===== config.mk =====
export PLATFORM = sky130hd
export DESIGN_NAME = ffm_detect
export DESIGN_NICKNAME = d
export VERILOG_FILES = /design/src/rtl/ffm_pkg.sv /design/src/rtl/ffm_axis_cmp.sv /design/src/rtl/ffm_cond_eval.sv /design/src/rtl/ffm_debounce.sv /design/src/rtl/ffm_detect.sv
export SDC_FILE = /design/constraint.sdc
export NUM_CORES = 1
export LEC_CHECK = 0
export ABC_CLOCK_PERIOD_IN_PS = 5530
export BUFFER_PORTS_ARGS = -buffer_cell sky130_fd_sc_hd__buf_2
export CORE_ASPECT_RATIO = 2
export CORE_UTILIZATION = 55
export DETAILED_ROUTE_END_ITERATION = 6
export PLACE_DENSITY = 0.9
export SYNTH_ARGS = -nofsm -noshare
export SYNTH_HDL_FRONTEND = slang
export SYNTH_SLANG_ARGS = --single-unit

===== constraint.sdc =====
create_clock -name clk -period 5.53 [get_ports clk]
set_clock_uncertainty 0.2 [all_clocks]
set_input_delay 0.8295 -clock clk [delete_from_list [all_inputs] [get_ports clk]]
set_output_delay 0.8295 -clock clk [all_outputs]
set_load 0.05 [all_outputs]

===== src/rtl/ffm_pkg.sv =====
package ffm_pkg;
   localparam int unsigned AXIS_N = 3;

   typedef enum logic {
      DET_FREEFALL = 1'b0,
      DET_MOTION   = 1'b1
   } det_kind_e;

   typedef enum logic {
      EVT_FOLLOW = 1'b0,
      EVT_HOLD   = 1'b1
   } evt_keep_e;
endpackage


===== src/rtl/ffm_axis_cmp.sv =====
module ffm_axis_cmp #(
   parameter int unsigned SAMPLE_W = 8
) (
   input  logic signed [SAMPLE_W-1:0] sample,
   input  logic        [SAMPLE_W-1:0] thresh,
   input  logic                       enable,
   output logic                       high,
   output logic                       negative
);
   // one extra bit so the most negative code has a representable magnitude
   localparam int unsigned MAG_W = SAMPLE_W + 1;

   generate
      if (SAMPLE_W < 2) begin : g_bad_width
         $error("ffm_axis_cmp: SAMPLE_W must be at least 2");
      end
   endgenerate

   logic [MAG_W-1:0] ext;
   logic [MAG_W-1:0] mag;
   logic [MAG_W-1:0] lim;

   assign ext = {sample[SAMPLE_W-1], sample};
   assign mag = ext[MAG_W-1] ? (~ext + 1'b1) : ext;
   assign lim = {1'b0, thresh};

   assign high     = enable & (mag > lim);
   assign negative = enable & sample[SAMPLE_W-1];
endmodule


===== src/rtl/ffm_cond_eval.sv =====
module ffm_cond_eval
   import ffm_pkg::*;
#(
   parameter int unsigned AXES = 3
) (
   input  logic [AXES-1:0] hi_vec,
   input  logic [AXES-1:0] en_vec,
   input  det_kind_e       kind,
   output logic            cond
);
   generate
      if (AXES < 1) begin : g_bad_axes
         $error("ffm_cond_eval: AXES must be at least 1");
      end
   endgenerate

   logic any_active;
   logic any_hi;
   logic all_low;

   // hi_vec arrives already masked by the enables
   assign any_active = |en_vec;
   assign any_hi     = |(hi_vec & en_vec);
   assign all_low    = ~any_hi;

   always_comb begin
      unique case (kind)
         DET_MOTION:   cond = any_active & any_hi;
         DET_FREEFALL: cond = any_active & all_low;
         default:      cond = 1'b0;
      endcase
   end
endmodule


===== src/rtl/ffm_debounce.sv =====
module ffm_debounce
   import ffm_pkg::*;
#(
   parameter int unsigned CNT_W = 8
) (
   input  logic             clk,
   input  logic             rst_n,
   input  logic             step,
   input  logic             cond,
   input  logic [CNT_W-1:0] limit,
   input  logic             fast_clr,
   input  evt_keep_e        keep,
   input  logic             clr,
   output logic             evt
);
   generate
      if (CNT_W < 1) begin : g_bad_cnt
         $error("ffm_debounce: CNT_W must be at least 1");
      end
   endgenerate

   logic [CNT_W-1:0] cnt;
   logic [CNT_W-1:0] cnt_n;
   logic             evt_n;
   logic             hold;

   // a held event freezes the counter until acknowledged
   assign hold = (keep == EVT_HOLD) & evt;

   always_comb begin
      cnt_n = cnt;
      evt_n = evt;
      if (clr) begin
         cnt_n = '0;
         evt_n = 1'b0;
      end else if (step && !hold) begin
         if (cond) begin
            cnt_n = (cnt >= limit) ? limit : cnt + 1'b1;
         end else if (fast_clr) begin
            cnt_n = '0;
         end else begin
            cnt_n = (cnt != '0) ? cnt - 1'b1 : '0;
         end

         if (cond && (cnt_n >= limit)) begin
            evt_n = 1'b1;
         end else if (keep == EVT_FOLLOW) begin
            if (!cond && (fast_clr || (cnt_n == '0))) begin
               evt_n = 1'b0;
            end
         end
      end
   end

   always_ff @(posedge clk) begin
      if (!rst_n) begin
         cnt <= '0;
         evt <= 1'b0;
      end else begin
         cnt <= cnt_n;
         evt <= evt_n;
      end
   end

   // a rising event is always caused by a qualifying sample
   p_set_needs_cond_r3: assert property (@(posedge clk) disable iff (!rst_n)
      $rose(evt) |-> $past(step && cond && !clr));

   // counting up never passes the programmed length
   p_no_overflow_r3: assert property (@(posedge clk) disable iff (!rst_n)
      (step && !hold && !clr && cond) |=> (cnt <= $past(limit)));

   // no strobe, no change
   p_idle_stable_r11: assert property (@(posedge clk) disable iff (!rst_n)
      (!step && !clr) |=> ($stable(cnt) && $stable(evt)));

   // a held event survives anything but a read
   p_hold_until_read_r7: assert property (@(posedge clk) disable iff (!rst_n)
      ((keep == EVT_HOLD) && evt && !clr) |=> evt);

   // a read empties event and counter
   p_read_clears_r7: assert property (@(posedge clk) disable iff (!rst_n)
      clr |=> (!evt && (cnt == '0)));

   // fast mode drops on the first sample without the condition
   p_fast_drop_r5: assert property (@(posedge clk) disable iff (!rst_n)
      (step && !clr && !cond && fast_clr && (keep == EVT_FOLLOW)) |=> (!evt && (cnt == '0)));
endmodule


===== src/rtl/ffm_detect.sv =====
module ffm_detect
   import ffm_pkg::*;
#(
   parameter int unsigned SAMPLE_W = 8,
   parameter int unsigned CNT_W    = 8
) (
   input  logic                       clk,
   input  logic                       rst_n,
   input  logic                       smp_vld,
   input  logic signed [SAMPLE_W-1:0] smp_x,
   input  logic signed [SAMPLE_W-1:0] smp_y,
   input  logic signed [SAMPLE_W-1:0] smp_z,
   input  logic        [SAMPLE_W-1:0] thresh,
   input  logic        [CNT_W-1:0]    dbc_len,
   input  logic        [2:0]          axis_en,
   input  logic                       det_motion,
   input  logic                       latch_en,
   input  logic                       dbc_fast,
   input  logic                       stat_rd,
   output logic                       evt_active,
   output logic        [2:0]          axis_hi,
   output logic        [2:0]          axis_neg,
   output logic                       irq
);
   localparam int unsigned NAX = AXIS_N;

   logic signed [SAMPLE_W-1:0] smp_arr [NAX];
   logic [NAX-1:0] hi_now;
   logic [NAX-1:0] neg_now;
   logic [NAX-1:0] hi_q;
   logic [NAX-1:0] neg_q;
   logic           cond;
   logic           evt;
   logic           rd_clr;
   logic           flag_upd;
   det_kind_e      kind;
   evt_keep_e      keep;

   assign smp_arr[0] = smp_x;
   assign smp_arr[1] = smp_y;
   assign smp_arr[2] = smp_z;

   assign kind = det_motion ? DET_MOTION : DET_FREEFALL;
   assign keep = latch_en ? EVT_HOLD : EVT_FOLLOW;

   generate
      for (genvar i = 0; i < NAX; i++) begin : g_axis
         ffm_axis_cmp #(
            .SAMPLE_W (SAMPLE_W)
         ) u_cmp (
            .sample   (smp_arr[i]),
            .thresh   (thresh),
            .enable   (axis_en[i]),
            .high     (hi_now[i]),
            .negative (neg_now[i])
         );
      end
   endgenerate

   ffm_cond_eval #(
      .AXES (NAX)
   ) u_cond (
      .hi_vec (hi_now),
      .en_vec (axis_en),
      .kind   (kind),
      .cond   (cond)
   );

   // a read only acts in latched operation; its cycle's sample is dropped
   assign rd_clr = (keep == EVT_HOLD) & stat_rd;

   ffm_debounce #(
      .CNT_W (CNT_W)
   ) u_dbc (
      .clk      (clk),
      .rst_n    (rst_n),
      .step     (smp_vld),
      .cond     (cond),
      .limit    (dbc_len),
      .fast_clr (dbc_fast),
      .keep     (keep),
      .clr      (rd_clr),
      .evt      (evt)
   );

   assign flag_upd = smp_vld & ~((keep == EVT_HOLD) & (evt | stat_rd));

   always_ff @(posedge clk) begin
      if (!rst_n) begin
         hi_q  <= '0;
         neg_q <= '0;
      end else if (flag_upd) begin
         hi_q  <= hi_now;
         neg_q <= neg_now;
      end
   end

   assign evt_active = evt;
   assign irq        = evt;
   assign axis_hi    = hi_q;
   assign axis_neg   = neg_q;

   // flags frozen while a latched event waits for a read
   p_freeze_r8: assert property (@(posedge clk) disable iff (!rst_n)
      (latch_en && evt && !stat_rd) |=> ($stable(axis_hi) && $stable(axis_neg)));

   // a read without a sample changes nothing when unlatched
   p_read_ignored_r6: assert property (@(posedge clk) disable iff (!rst_n)
      (!latch_en && stat_rd && !smp_vld) |=> $stable(evt_active));

   // a disabled axis never reports
   p_flags_enabled_r1: assert property (@(posedge clk) disable iff (!rst_n)
      flag_upd |=> (((axis_hi | axis_neg) & ~$past(axis_en)) == '0));

   // with every axis off no event may rise
   p_disabled_quiet_r2: assert property (@(posedge clk) disable iff (!rst_n)
      ($past(axis_en) == '0) |-> !$rose(evt_active));
endmodule


== After elaboration in Yosys (flattened, before gate mapping) ==
Index checks and enable logic that the tools add are counted.

* Bits of input ports: 50
* Word-level logic and storage cells: 64
* Latch bits: 0
* Memory bits (writable): 0
* Register bits after elaboration: 15
* Memories: 0
* Memory bits (read-only): 0

* Mux-type cells: 15
* Magnitude comparators: 5
* $mul: 0
* Shift-type cells: 0
* Reduce and logical (&&, ||, !) cells: 13
* $add $sub $neg: 5
* Div/mod/pow operators: 0
* Eq/ne operators: 1
* Bitwise gates (word level): 21

{| class="wikitable"
|+ Operators with widths
! kind !! count
|-
| $mux 8 || 6
|-
| $add 9x1->9 const B || 3
|-
| $gt 9x8->1 || 3
|-
| $mux 9 || 3
|-
| $not 9->9 || 3
|-
| $ge 8x8->1 || 2
|-
| $and 1x1->1 || 12
|-
| $add 8x1->8 const B || 1
|-
| $logic_not 8->1 || 1
|-
| $reduce_bool 8->1 || 1
|-
| $sub 8x1->8 const B || 1
|-
| $reduce_or 3->1 || 2
|-
| $mux 1 || 5
|-
| $not 1->1 || 4
|-
| $and 3x3->3 || 1
|-
| $logic_and 1x1->1 || 3
|-
| $reduce_and 3->1 || 1
|-
| $logic_not 1->1 || 2
|-
| $ne 2x2->1 const B || 1
|-
| $pmux 1 s2 || 1
|-
| $reduce_bool 2->1 || 1
|-
| $reduce_or 2->1 || 1
|-
| $logic_or 1x1->1 || 1
|-
| $or 1x1->1 || 1
|}

== Longest topological paths before layout ==
* Word-level depth: 19
* Gate-level depth with buffers: 24
* Depth with buffers taken out: 23

== By module ==
A second synthesis with hierarchy kept.

* Cell total of the unflattened synthesis: 342
* Area, all modules: 2616.3 sq um

{| class="wikitable"
|+ Modules (own cells, without submodules)
! module !! times used !! area an instance (sq um) !! sequential area each (sq um) !! cells an instance
|-
| ffm_debounce || 1 || 1271.2 || 180.2 || 161
|-
| ffm_axis_cmp || 3 || 342.8 || 0.0 || 48
|-
| ffm_detect || 1 || 267.8 || 120.1 || 30
|-
| ffm_cond_eval || 1 || 48.8 || 0.0 || 7
|}

== Worst setup path after synthesis ==
No wires, ideal clock.

* Path type: in2reg
* Start: in smp_x[2]
* End: reg u_dbc.evt
* Data required time: 5215 ps
* Path buffers: 1
* Arrival: 4446 ps
* Stages: 21
* Slack: 769 ps
* Setup time: 115 ps
* Cells stage by stage: or3_1 > or3_1 > nor4b_1 > ha_1 > and3_1 > nand3_1 > nand4_1 > nand4_2 > mux2i_4 > buf_6 > mux2i_1 > a21oi_1 > ha_1 > nand2b_1 > a21oi_1 > nor2b_1 > o21ai_0 > a21oi_1 > nor4_1 > nor3_1 > o21a_1

* Longest elaborated chain between the ends: 18

{| class="wikitable"
|+ RTL lines
! item !! RTL line !! text
|-
| start, declared || ffm_detect.sv:10 || <nowiki>input logic signed [SAMPLE_W-1:0] smp_x,</nowiki>
|-
| $not 9->9 || ffm_axis_cmp.sv:24 || <nowiki>assign mag = ext[MAG_W-1] ? (~ext + 1'b1) : ext;</nowiki>
|-
| $add 9x1->9 || ffm_axis_cmp.sv:24 ||
|-
| $mux 9 * || ffm_axis_cmp.sv:24 ||
|-
| $gt 9x8->1 * || ffm_axis_cmp.sv:27 || <nowiki>assign high = enable & (mag > lim);</nowiki>
|-
| $and 1x1->1 * || ffm_axis_cmp.sv:27 ||
|-
| $and 3x3->3 * || ffm_cond_eval.sv:23 || <nowiki>assign any_hi = |(hi_vec & en_vec);</nowiki>
|-
| $reduce_or 3->1 * || ffm_cond_eval.sv:23 ||
|-
| $not 1->1 || ffm_cond_eval.sv:24 || <nowiki>assign all_low = ~any_hi;</nowiki>
|-
| $and 1x1->1 || ffm_cond_eval.sv:29 || <nowiki>DET_FREEFALL: cond = any_active & all_low;</nowiki>
|-
| $pmux 1 s2 * || ffm_cond_eval.sv:27 || <nowiki>unique case (kind)</nowiki>
|-
| parallel branches: the longest is 8 deep, another holds $ge 8x8->1 || -- ||
|-
| end signal, assigned || ffm_debounce.sv:61 || <nowiki>evt <= evt_n;</nowiki>
|-
| end, declared || ffm_debounce.sv:14 || <nowiki>output logic evt</nowiki>
|}

Every way passes the cells marked *. The select of a mux whose other input is x is not followed.
A chain may end at the register's enable or synchronous reset.

== Worst setup path after layout ==
* Start: in smp_z[4]
* End: reg u_dbc.evt

* Longest elaborated chain between the ends: 18

{| class="wikitable"
|+ RTL lines
! item !! RTL line !! text
|-
| start, declared || ffm_detect.sv:12 || <nowiki>input logic signed [SAMPLE_W-1:0] smp_z,</nowiki>
|-
| $not 9->9 || ffm_axis_cmp.sv:24 ||
|-
| $add 9x1->9 || ffm_axis_cmp.sv:24 ||
|-
| $mux 9 * || ffm_axis_cmp.sv:24 ||
|-
| $gt 9x8->1 * || ffm_axis_cmp.sv:27 ||
|-
| $and 1x1->1 * || ffm_axis_cmp.sv:27 ||
|-
| $and 3x3->3 * || ffm_cond_eval.sv:23 ||
|-
| $reduce_or 3->1 * || ffm_cond_eval.sv:23 ||
|-
| $not 1->1 || ffm_cond_eval.sv:24 ||
|-
| $and 1x1->1 || ffm_cond_eval.sv:29 ||
|-
| $pmux 1 s2 * || ffm_cond_eval.sv:27 ||
|-
| parallel branches: the longest is 8 deep, another holds $ge 8x8->1 || -- ||
|}

Marked as above.

==> run metrics <==
H-tree levels=1; die area=4680 um2; Area Overhead vs Synth=14.5%; Core Box Area=4170 um2; most common cell after layout, fill and taps aside=buf_2; fin util=66.4%; Nets=470; IO Pins=58; CP Buf/Inv Count=2; yosys warns=0; Synth Flop Type=dfxtp_1; Slew Viols, Final=0; Critical Path Source Type=input pin; area of the multi-input gates=1970 um2; clk sinks=15; synth top area cells=ha_1, dfxtp_1, xnor2_1, nand2_1, o21ai_0; CP max FO=9; Horiz. Die Dim=48.9 um; Routed WL per cell=16.0 um; vias per inst=5.97; Row Count=33; final hold vios=0; CTS buffer count=3; worst skew pair latency=0.26 ns; CTS-repair resized insts=0; RSZ-0062 raised after global routing=no; worst-path cell chain=buf_2, nor4_1, nand2_1, nand2_1, xnor2_1, ha_1, a21o_1, a21oi_2, o21ai_0, o31ai_1, nand4_2, mux2i_4, buf_4, mux2i_1, ha_1, a21oi_1, nor2b_1, o21ai_0, a21oi_1, nor4_1, nor3_1, o21a_1; Async SR Flop Fraction=0%; height of the die=95.8 um; Avg Cell Area, Syn=7.49 um2; Hold/Removal Path Class=reg2reg; vias in the first global route=2564; Sequential Area=300 um2; part of the power in registers=26.2%; CP required=5.49 ns; Post-Synthesis Cell Area=2420 um2; VDD IR-drop max=0.168 mV; Fin Setup TNS=0 ns; maximum root-to-sink buffer count=2; Leak=1.40 nW; fill cell count=370; P_int=0.285 mW; initial cell density of the core=58.0%; Initial DRC Count=65; Critical Path Max Stage Delay=0.39 ns; WS Path Type=in2reg; via count=2544; CP endpoint kind=flop; DP Area=2720 um2; largest net degree at the start of global routing=12; P_sw=0.206 mW; share of layout cells above drive strength 1=20.1%; DR pass1 iterations=5; Switching Share=42.0%; port bufs=57; Post-CTS Setup Bufs=0; Setup-failing EPs final=0; cells after synthesis=323; CP Data Arrival Time=4.92 ns; fin crit period=4.96 ns; fin area=2770 um2; Max Freq=0.202 GHz; power share of the clock group=19.3%; Syn Nets=418; Netlist cell types=47; GR Overflow Total=0; share of the synthesized area in the top cell type=23.3%; hold buffers post-CTS=0; Synth area leader=ha_1; clk root buf=clkbuf_8; half-perimeter wire length after placement=5670 um; post-synthesis sequential area ratio=12.4%; first-pass GRT wire length=11000 um; post-route ant nets=0; total of max-cap violations=0; status=complete, no violations; diode count=0; Combinational Power Share=54.4%; final period utilization=89.7%; CTS tree=built; crit path max-delay cell type=o31ai_1; initial antenna violation count=0; CTS clk-pin slew, worst paths=0.06 ns; gr usage total=30.6%; Final GP Congestion=0.950; number of synthesized flops with an enable pin=0; number of remaining DRC errors=0; Seq cells post-synth=15; DRT Wirelength=6830 um; commonest cells after routing, fill and taps aside=buf_2, ha_1, nand2_1; Least-Margin Pin Slew=0.602 ns; relative slew slack=59.5%; cell family with most CP delay=compound AO/OA/AOI/OAI gates; Cell Pwr Density=177 nW/um2
==> worst reg2reg max path: cells and delay by family (launching register included) <==
| kind | cells | cell delay, ns |
|---|---|---|
| AOI/OAI and AO/OA | 8 | 1.49 |
| adders and majority gates | 2 | 0.52 |
| buffers and inverters | 2 | 0.43 |
| DFF | 1 | 0.49 |
| muxes | 1 | 0.09 |
| and+or+nand+nor | 5 | 0.56 |
==> power by group through the flow <==
| stage | Clock [mW] | Combinational (mW) | Sequential, mW |
|---|---|---|---|
| global placement | 0 | 0.253 | 0.130 |
| floorplan | 0 | 0.189 | 0.130 |
| global route | 0.0981 | 0.296 | 0.130 |
| CTS | 0.0949 | 0.265 | 0.128 |
| detailed placement | 0 | 0.262 | 0.131 |
| finish | 0.0949 | 0.267 | 0.129 |
==> synth_stat cells (2+ instances only) <==
cell and count:
mux2_4 2, nand4_1 6, o21a_1 9, nor3b_1 2, and2_1 3, buf_2 2
xor2_1 4, and3_1 5, inv_1 23, or3_1 3, or2_2 2, mux2_2 3
xnor2_1 22, nand2b_1 6, nor4_1 4, nor4b_1 2, nor2_1 28, o31ai_1 4
clkbuf_1 7, a21o_1 5, nor3_1 5, dfxtp_1 15, nand3_1 13, mux2i_1 5
nor2b_1 3, a211oi_1 2, a21boi_0 4, a21oi_1 16, o21ai_0 22, nand2_1 35
ha_1 45
==> logic make-up after synthesis <==
family          share of synthesized area (%)
compound gates                           18.5
fa+ha+maj                                23.3
mux                                      5.64
flops                                    12.4
buf+inv                                  6.05
xor+xnor                                 9.42
simple gates                             24.7
==> path summary, 6_finish.rpt <==
kind                                                start                       end  slack, ns  cells past startpoint
worst min register to register   axis_neg[2]$_SDFFE_PN0P_  axis_neg[2]$_SDFFE_PN0P_       0.27                      2
worst min-delay path             axis_neg[2]$_SDFFE_PN0P_  axis_neg[2]$_SDFFE_PN0P_       0.27                      2
worst max-delay path                             smp_z[4]    u_dbc.evt$_SDFFE_PP0P_       0.57                     22
worst max register to register  u_dbc.cnt[0]$_SDFFE_PP0P_    u_dbc.evt$_SDFFE_PP0P_       1.63                     18
==> per-stage QoR <==
step	power [mW]	hold WS, ns	setup slack (ns)	cells
floorplan	0.319	0.403	0.769	323
finish	0.491	0.273	0.571	426
global route	0.524	0.301	0.269	426
detailed placement	0.393	0.267	0.466	422
CTS	0.488	0.276	0.676	426
global placement	0.383	0.254	0.548	422
==> per-layer routing <==
metal	global-route usage, %	share of wire, %	vias up
met5	0	0	-
li1	-	-	1249
met3	3.79	3.3	38
met4	25.2	7.6	0
met2	63.0	54	104
met1	24.5	35	1153
==> flip-flops by register name, summed over array words and instances (netlist names) <==
name	flops
axis_hi	3
u_dbc.cnt	8
u_dbc.evt	1
axis_neg	3
==> final cells by class <==
| cell class | instances | area share (%) |
|---|---|---|
| clock buffers | 3 | 1.49 |
| clock inverters | 1 | 0.181 |
| inverters | 23 | 3.12 |
| multi-input cells | 273 | 71.2 |
| flip-flops and latches | 15 | 10.8 |
| well taps | 52 | 2.35 |
| repair buffers | 59 | 10.8 |
Note: power is estimated with default switching activity, not from simulation.
